### src/rtl/fpsr_pkg.sv
`timescale 1ns/1ps
package fpsr_pkg;
  localparam int unsigned REG_W    = 32;
  localparam int unsigned EXC_W    = 5;
  localparam int unsigned LEN_LSB  = 16;
  localparam int unsigned LEN_W    = 3;
  localparam int unsigned STR_LSB  = 20;
  localparam int unsigned STR_W    = 2;
  localparam int unsigned RM_LSB   = 22;
  localparam int unsigned RM_W     = 2;
  localparam int unsigned TRAP_LSB = 8;
  localparam int unsigned COND_LSB = 28;
  localparam int unsigned COND_W   = 4;
  localparam logic [REG_W-1:0] WR_MASK   = 32'hFFC8_FFFF;
  localparam logic [REG_W-1:0] COND_MASK = 32'hF000_0000;

  typedef enum logic [1:0] {
    CMP_EQ = 2'd0, CMP_LT = 2'd1, CMP_GT = 2'd2, CMP_UN = 2'd3
  } cmp_res_e;

  typedef enum logic [1:0] {
    RD_IDENT = 2'd0, RD_CTRL = 2'd1, RD_COND = 2'd2, RD_NONE = 2'd3
  } rd_sel_e;

  typedef enum logic [1:0] {
    RM_NEAREST = 2'd0, RM_POS_INF = 2'd1, RM_NEG_INF = 2'd2, RM_ZERO = 2'd3
  } round_mode_e;
endpackage

### src/rtl/fpsr_cond_enc.sv
`timescale 1ns/1ps
module fpsr_cond_enc
  import fpsr_pkg::*;
(
  input  logic [1:0]        res_i,
  output logic [COND_W-1:0] cond_o
);
  cmp_res_e res;
  assign res = cmp_res_e'(res_i);

  always_comb begin
    unique case (res)
      CMP_EQ:  cond_o = 4'b1100;
      CMP_LT:  cond_o = 4'b1000;
      CMP_GT:  cond_o = 4'b0010;
      default: cond_o = 4'b0011;
    endcase
  end
endmodule

### src/rtl/fpsr_sticky.sv
`timescale 1ns/1ps
module fpsr_sticky #(
  parameter int unsigned W = 5
) (
  input  logic         clk_i,
  input  logic         rst_ni,
  input  logic         clr_i,
  input  logic [W-1:0] set_i,
  output logic [W-1:0] flags_o
);
  for (genvar i = 0; i < W; i++) begin : g_flag
    logic bit_q;
    always_ff @(posedge clk_i or negedge rst_ni) begin
      if (!rst_ni)       bit_q <= 1'b0;
      else if (clr_i)    bit_q <= 1'b0;   // write clears, wins over set
      else if (set_i[i]) bit_q <= 1'b1;
    end
    assign flags_o[i] = bit_q;
  end
endmodule

### src/rtl/fpsr_core.sv
`timescale 1ns/1ps
module fpsr_core
  import fpsr_pkg::*;
(
  input  logic              clk_i,
  input  logic              rst_ni,
  input  logic              wr_i,
  input  logic [REG_W-1:0]  wr_data_i,
  input  logic              cmp_i,
  input  logic [COND_W-1:0] cond_i,
  output logic [REG_W-1:0]  base_o,
  output logic [LEN_W-1:0]  len_o,
  output logic [STR_W-1:0]  stride_o
);
  logic [REG_W-1:0] base_q;
  logic [LEN_W-1:0] len_q;
  logic [STR_W-1:0] stride_q;

  always_ff @(posedge clk_i or negedge rst_ni) begin
    if (!rst_ni) begin
      base_q   <= '0;
      len_q    <= '0;
      stride_q <= '0;
    end else if (wr_i) begin
      base_q   <= wr_data_i & WR_MASK;
      len_q    <= wr_data_i[LEN_LSB +: LEN_W];
      stride_q <= wr_data_i[STR_LSB +: STR_W];
    end else if (cmp_i) begin
      base_q[COND_LSB +: COND_W] <= cond_i;
    end
  end

  assign base_o   = base_q;
  assign len_o    = len_q;
  assign stride_o = stride_q;
endmodule

### src/rtl/fpsr_rd_mux.sv
`timescale 1ns/1ps
module fpsr_rd_mux
  import fpsr_pkg::*;
#(
  parameter logic [31:0] IDENT_VAL = 32'h4102_1000
) (
  input  logic [1:0]       sel_i,
  input  logic [REG_W-1:0] base_i,
  input  logic [LEN_W-1:0] len_i,
  input  logic [STR_W-1:0] stride_i,
  input  logic [EXC_W-1:0] flags_i,
  output logic [REG_W-1:0] data_o
);
  logic [REG_W-1:0] view;
  rd_sel_e          sel;

  assign sel = rd_sel_e'(sel_i);

  always_comb begin
    view = base_i;
    view[LEN_LSB +: LEN_W] = len_i;
    view[STR_LSB +: STR_W] = stride_i;
    view[EXC_W-1:0]        = base_i[EXC_W-1:0] | flags_i;
  end

  always_comb begin
    unique case (sel)
      RD_IDENT: data_o = IDENT_VAL;
      RD_CTRL:  data_o = view;
      RD_COND:  data_o = base_i & COND_MASK;
      default:  data_o = '0;
    endcase
  end
endmodule

### src/rtl/fpsr_ctrl.sv
`timescale 1ns/1ps
module fpsr_ctrl
  import fpsr_pkg::*;
#(
  parameter logic [31:0] IDENT_VAL = 32'h4102_1000
) (
  input  logic        clk_i,
  input  logic        rst_ni,
  input  logic        wr_en_i,
  input  logic        wr_sel_i,
  input  logic [31:0] wr_data_i,
  input  logic [1:0]  rd_sel_i,
  output logic [31:0] rd_data_o,
  input  logic [4:0]  exc_set_i,
  input  logic        cmp_valid_i,
  input  logic [1:0]  cmp_res_i,
  output logic [1:0]  round_mode_o,
  output logic [4:0]  trap_en_o,
  output logic [2:0]  vec_len_o,
  output logic [1:0]  vec_stride_o
);
  logic              wr_ctrl;
  logic [COND_W-1:0] cond;
  logic [REG_W-1:0]  base_q;
  logic [LEN_W-1:0]  len_q;
  logic [STR_W-1:0]  stride_q;
  logic [EXC_W-1:0]  sticky_q;

  // identification target has no storage; its writes fall away here
  assign wr_ctrl = wr_en_i & wr_sel_i;

  fpsr_cond_enc u_cond_enc (
    .res_i  (cmp_res_i),
    .cond_o (cond)
  );

  fpsr_core u_core (
    .clk_i     (clk_i),
    .rst_ni    (rst_ni),
    .wr_i      (wr_ctrl),
    .wr_data_i (wr_data_i),
    .cmp_i     (cmp_valid_i),
    .cond_i    (cond),
    .base_o    (base_q),
    .len_o     (len_q),
    .stride_o  (stride_q)
  );

  fpsr_sticky #(.W(EXC_W)) u_sticky (
    .clk_i   (clk_i),
    .rst_ni  (rst_ni),
    .clr_i   (wr_ctrl),
    .set_i   (exc_set_i),
    .flags_o (sticky_q)
  );

  fpsr_rd_mux #(.IDENT_VAL(IDENT_VAL)) u_rd_mux (
    .sel_i    (rd_sel_i),
    .base_i   (base_q),
    .len_i    (len_q),
    .stride_i (stride_q),
    .flags_i  (sticky_q),
    .data_o   (rd_data_o)
  );

  assign round_mode_o = base_q[RM_LSB +: RM_W];
  assign trap_en_o    = base_q[TRAP_LSB +: EXC_W];
  assign vec_len_o    = len_q;
  assign vec_stride_o = stride_q;
endmodule

### config.mk
export PLATFORM = sky130hd
export DESIGN_NAME = fpsr_ctrl
export DESIGN_NICKNAME = d
export VERILOG_FILES = /design/src/rtl/fpsr_pkg.sv /design/src/rtl/fpsr_cond_enc.sv /design/src/rtl/fpsr_sticky.sv /design/src/rtl/fpsr_core.sv /design/src/rtl/fpsr_rd_mux.sv /design/src/rtl/fpsr_ctrl.sv
export SDC_FILE = /design/constraint.sdc
export NUM_CORES = 1
export LEC_CHECK = 0
export BUFFER_PORTS_ARGS = -buffer_cell sky130_fd_sc_hd__buf_2
export CAP_MARGIN = 15
export CORE_MARGIN = 1.5
export CORE_UTILIZATION = 51
export CTS_BUF_LIST = sky130_fd_sc_hd__clkbuf_2 sky130_fd_sc_hd__clkbuf_4 sky130_fd_sc_hd__clkbuf_8
export CTS_CLUSTER_DIAMETER = 80
export CTS_CLUSTER_SIZE = 24
export DETAILED_ROUTE_END_ITERATION = 16
export PLACE_DENSITY_LB_ADDON = 0.12
export RECOVER_POWER = 25
export SYNTH_ARGS = -nofsm -noshare
export SYNTH_HDL_FRONTEND = slang
export SYNTH_SLANG_ARGS = --single-unit
### constraint.sdc
create_clock -name clk_i -period 1.4 [get_ports clk_i]
set_clock_uncertainty 0.1 [all_clocks]
set_input_delay 0.07 -clock clk_i [delete_from_list [all_inputs] [get_ports clk_i]]
set_output_delay 0.07 -clock clk_i [all_outputs]
set_load 0.1 [all_outputs]
==> results of run 1 <==
[cells by family after synthesis]
group | count (synthesis) | synth area share
AO/OA/AOI/OAI | 15 | 0.05024
XOR/XNOR | 1 | 0.004753
adder cells (fa/ha/maj) | 1 | 0.005431
flip-flops | 37 | 0.5024
buffers and inverters | 20 | 0.08622
multiplexers | 26 | 0.1989
AND/OR/NAND/NOR | 49 | 0.1521
[per-stage QoR]
step / hold WS, ns / setup TNS (ns) / util
floorplan: -0.3256 / -0.6371 / -
global placement: -0.09004 / 0 / 0.8261
detailed placement: -0.08342 / 0 / 0.8261
==> reports/qor.yml, run 1 <==
status:
  status: "did not finish"
  first-error: "[ERROR DPL-0033] detailed placement checks failed during check placement."
  haltStage: "clock tree synthesis"
clocking:
  cts_setup_buffers: 0
  cts_buffer_depth: 2
  cts_buffers: 5
  hold_buffers: 49
  htree_levels: 2
  cts_resized: 5
  ctsRootBufferMaster: "clkbuf_4"
  cts.sinks: 37
yosys:
  yosys-top-cells-count: "dfrtp_1, and2_1, mux2_4"
  yosysTopAreaCellShare: 0.5024
  ys_async_sr_fraction: 1.000
  syn_inst: 149
  synthesis.area_um2: 1843
  ys.flop_type: "dfrtp_1"
  synth_cell_types: 26
  ys_warn_count: 0
  synth_top_area_cell: "dfrtp_1"
  synth-seq-cells: 37
  seq_area_frac_synth: 0.5024
  synth-edff-count: 0
  syn_area_per_cell_um2: 12.37
  yosys.cell_count.top_type: "dfrtp_1"
  synth.area.top_cells: "dfrtp_1, mux2_4, and2_1"
  syn_nets: 195
placement:
  port_buffers: 89
  hpwl_mm: 3.356
  globalplace.congestion: 0.8692
  dpl-instance-area_um2: 2800
  place_inst: 273
  preCtsSetupSlack_ns: 0.1948
floorplan:
  die_w_um: 63.12
  pin_count: 90
  die_h_um: 63.12
  initial_utilization: 0.5437
  rows: 21
==> run 2, diff against run 1 <==
Settings changed: CORE_UTILIZATION 51 to 40, CTS_BUF_LIST sky130_fd_sc_hd__clkbuf_2 sky130_fd_sc_hd__clkbuf_4 sky130_fd_sc_hd__clkbuf_8 to not set, CTS_CLUSTER_DIAMETER 80 to not set, CTS_CLUSTER_SIZE 24 to not set, PLACE_DENSITY_LB_ADDON 0.12 to 0.15.
==> run 2 against run 1 <==
- the run now ends clean
- synthesized area did not move
- synthesized cell count is the same
==> reports/qor.yml, run 2 <==
status:
  status: "complete, no violations"
power_and_ir_drop:
  p_per_area_nw_per_um2: 1239
  p_sw_frac: 0.3855
  seqPwrFrac: 0.313
  clockPowerShare: 0.263
  ir_drop_v: 0.0009617
  p_leak_nw: 1.568
  combPwrFrac: 0.423
  p_sw_mw: 1.600
  p_int_mw: 2.551
yosys:
  yosys-top-cells-count: "dfrtp_1, and2_1, mux2_4"
  seq_area_frac_synth: 0.5024
  synth_mux_area_frac: 0.1989
  synth-seq-cells: 37
  synth_top_family_by_area: "multiplexers"
  synth_cell_types: 26
  synth-xor-area-share: 0.004752
  syn_nets: 195
  synth-edff-count: 0
  yosys.area_share.simple: 0.1521
  ys.flop_type: "dfrtp_1"
  syn_area_per_cell_um2: 12.37
  synth_top_area_cell: "dfrtp_1"
  synth.area.top_cells: "dfrtp_1, mux2_4, and2_1"
  syn_inst: 149
  ys_warn_count: 0
  synth_compound_area_frac: 0.05024
  ys_async_sr_fraction: 1.000
  yosysTopAreaCellShare: 0.5024
  synthesis.area_um2: 1843
  synthAdderAreaFrac: 0.005431
  yosys.cell_count.top_type: "dfrtp_1"
clocking:
  htree_levels: 2
  clk_pin_slew_ns: 0.07
  cts.sinks: 37
  cts_buffer_depth: 2
  ctsRootBufferMaster: "clkbuf_8"
  cts_buffers: 5
  clk_latency_ns: 0.29
  cts_tree: "built"
routing:
  wl_mm: 4.610
  drc: 0
  routed_via_density: 4.720
  dr.pass1.iters: 4
  wl_per_cell_um: 14.05
  drt_iter0_drc: 67
  detail-route-antenna-nets: 0
  via_count: 1548
timing:
  fin_crit_ns: 1.361
  hold_viol_final: 0
  tightest_slew_ns: 0.4974
  slew_violations: 0
  slew_headroom: 0.6707
  clock.fmax_ghz: 0.7350
  finalSetupViolCount: 0
  fin_crit_sh: 0.9718
  final.setup.tns_ns: 0
  rsz0062_at_grt: "no"
placement:
  globalplace.congestion: 0.7576
  hpwl_mm: 3.077
  port_buffers: 89
  place_inst: 281
worst_setup_path:
  timing.rr.start: "u_core.len_o[0]"
  cp_cell_sequence: "dlygate4sd3_1 -> buf_2 -> nand3_1 -> dlygate4sd3_1 -> a31oi_1"
  r2r_setup_slack_ns: 0.49
  critical_path.startpoint: "cmp_res_i[0]"
  endpoint_kind: "flip-flop"
  critPathKind: "in -> reg"
  required_ns: 1.52
  r2r-end: "u_core.len_o[0]"
  critPathMaxStageDelay_ns: 0.56
  cp_num_buf_inv: 3
  arrival_ns: 1.48
  path_max_fanout: 2
  rr_worst_depth: 1
  crit_top_cell: "dlygate4sd3_1"
  crit_path_start_kind: "input pin"
  critPathTopFamily: "buffers and inverters"
  critPathSlowestCell: "dlygate4sd3_1"
min_path:
  holdPathEnd: "u_core.base_o[31]"
  hold_path_class: "in -> reg"
  holdPathStages: 3
  hp-start: "cmp_valid_i"
finish:
  num-fill-cells: 290
  largest_reg_flops: 27
  area_growth_pct: 81.74
  fin_cells: 328
  final_cell_mix: "buf_2, dlygate4sd3_1, buf_12"
  n_antenna_cell: 0
  nNetsFinal: 321
  drive_gt1_frac: 0.5471
  layout_commonest_cell: "buf_2"
global_route:
  antenna_found_initial: 0
  grt.total_usage: 0.1989
  grt_first_pass_wirelength_mm: 7.831
  met3_usage: 0.05413
  use_met1: 0.2482
  grt_max_degree: 26
  grt-busiest-layer: "met2"
  use_met2: 0.3375
  grt_pass1_vias: 1679
  grt.overflow.total: 0
floorplan:
  die_h_um: 70.88
  coreArea_um2: 4384
  die_area_um2: 5024
  die_w_um: 70.88
  rows: 24
  pin_count: 90
  initial_utilization: 0.4204
flow_run:
  cap_viol_max_count: 0
run 2: cell counts after synthesis:
Identical to the previous run, type by type.
run 2: area by class of cell:
class | instances | area (um2) | share of cell area
Timing Repair Buffer | 134 | 1400 | 0.4180
Sequential cell | 37 | 930.9 | 0.2779
Multi-Input combinational cell | 92 | 800.8 | 0.2391
Clock buffer | 5 | 68.82 | 0.02055
Clock inverter | 3 | 65.06 | 0.01942
Tap cell | 52 | 65.06 | 0.01942
Inverter | 5 | 18.77 | 0.005603
run 2: worst max path at each step:
| stage | depth (start not counted) | end | slack (ns) |
|---|---|---|---|
| 2_1_floorplan | 2 | rd_data_o[17] | -0.49 |
| 3_3_place_gp | 5 | rd_data_o[19] | 0.21 |
| 3_5_place_dp | 5 | rd_data_o[3] | 0.20 |
| 4_1_cts | 2 | rd_data_o[30] | 0.02 |
| 5_1_grt | 5 | u_core.base_o[28] | 0.005 |
| 6_report | 5 | u_core.base_o[28] | 0.04 |
run 2: metrics by stage:
| step | setup slack (ns) | area [um2] | hold slack [ns] | total power [mW] | utilization |
|---|---|---|---|---|---|
| 3_5_place_dp | 0.1981 | 2810 | -0.07980 | 2.985 | 0.6410 |
| 3_3_place_gp | 0.2087 | 2810 | -0.08073 | 2.966 | 0.6410 |
| 6_report | 0.03944 | 3349 | 0.007448 | 4.151 | 0.7640 |
| 5_1_grt | 0.004694 | 3349 | 0.03475 | 4.306 | 0.7640 |
| 4_1_cts | 0.02316 | 3361 | 0.002823 | 4.186 | 0.7666 |
| 2_1_floorplan | -0.4935 | 1892 | -0.3256 | 2.529 | - |
run 2: power by group through the flow:
stage          sequential [mW]  clock, mW  combinational [mW]
2_1_floorplan             1.45          0                1.08
3_3_place_gp              1.31          0                1.65
3_5_place_dp              1.32          0                1.67
4_1_cts                   1.30       1.12                1.77
5_1_grt                   1.32       1.17                1.82
6_report                  1.30       1.09                1.76
run 2: what timing repair did:
action / in CTS / in global routing
hold buffers: 40 / 0
pin swaps: 0 / 1
gates resized for setup: 5 / 0
endpoints found under the setup margin: 1 / 2
hold endpoints to repair: 74 / 0
setup buffers: 0 / 0
run 2: logic make-up after synthesis:
logic type                 count (synthesis)
muxes                                     26
and+or+nand+nor                           49
xor gates and xnor gates                   1
DFF                                       37
adders and majority gates                  1
buffers and inverters                     20
AOI/OAI and AO/OA                         15
run 2: metal layers:
layer | vias up | share of wire | wire length, um
met5 | - | 0 | 0
met4 | 0 | 0.012 | 57
met3 | 7 | 0.051 | 235
met2 | 52 | 0.53 | 2431
met1 | 751 | 0.41 | 1886
li1 | 738 | - | -
Note: power is estimated with default switching activity, not from simulation.
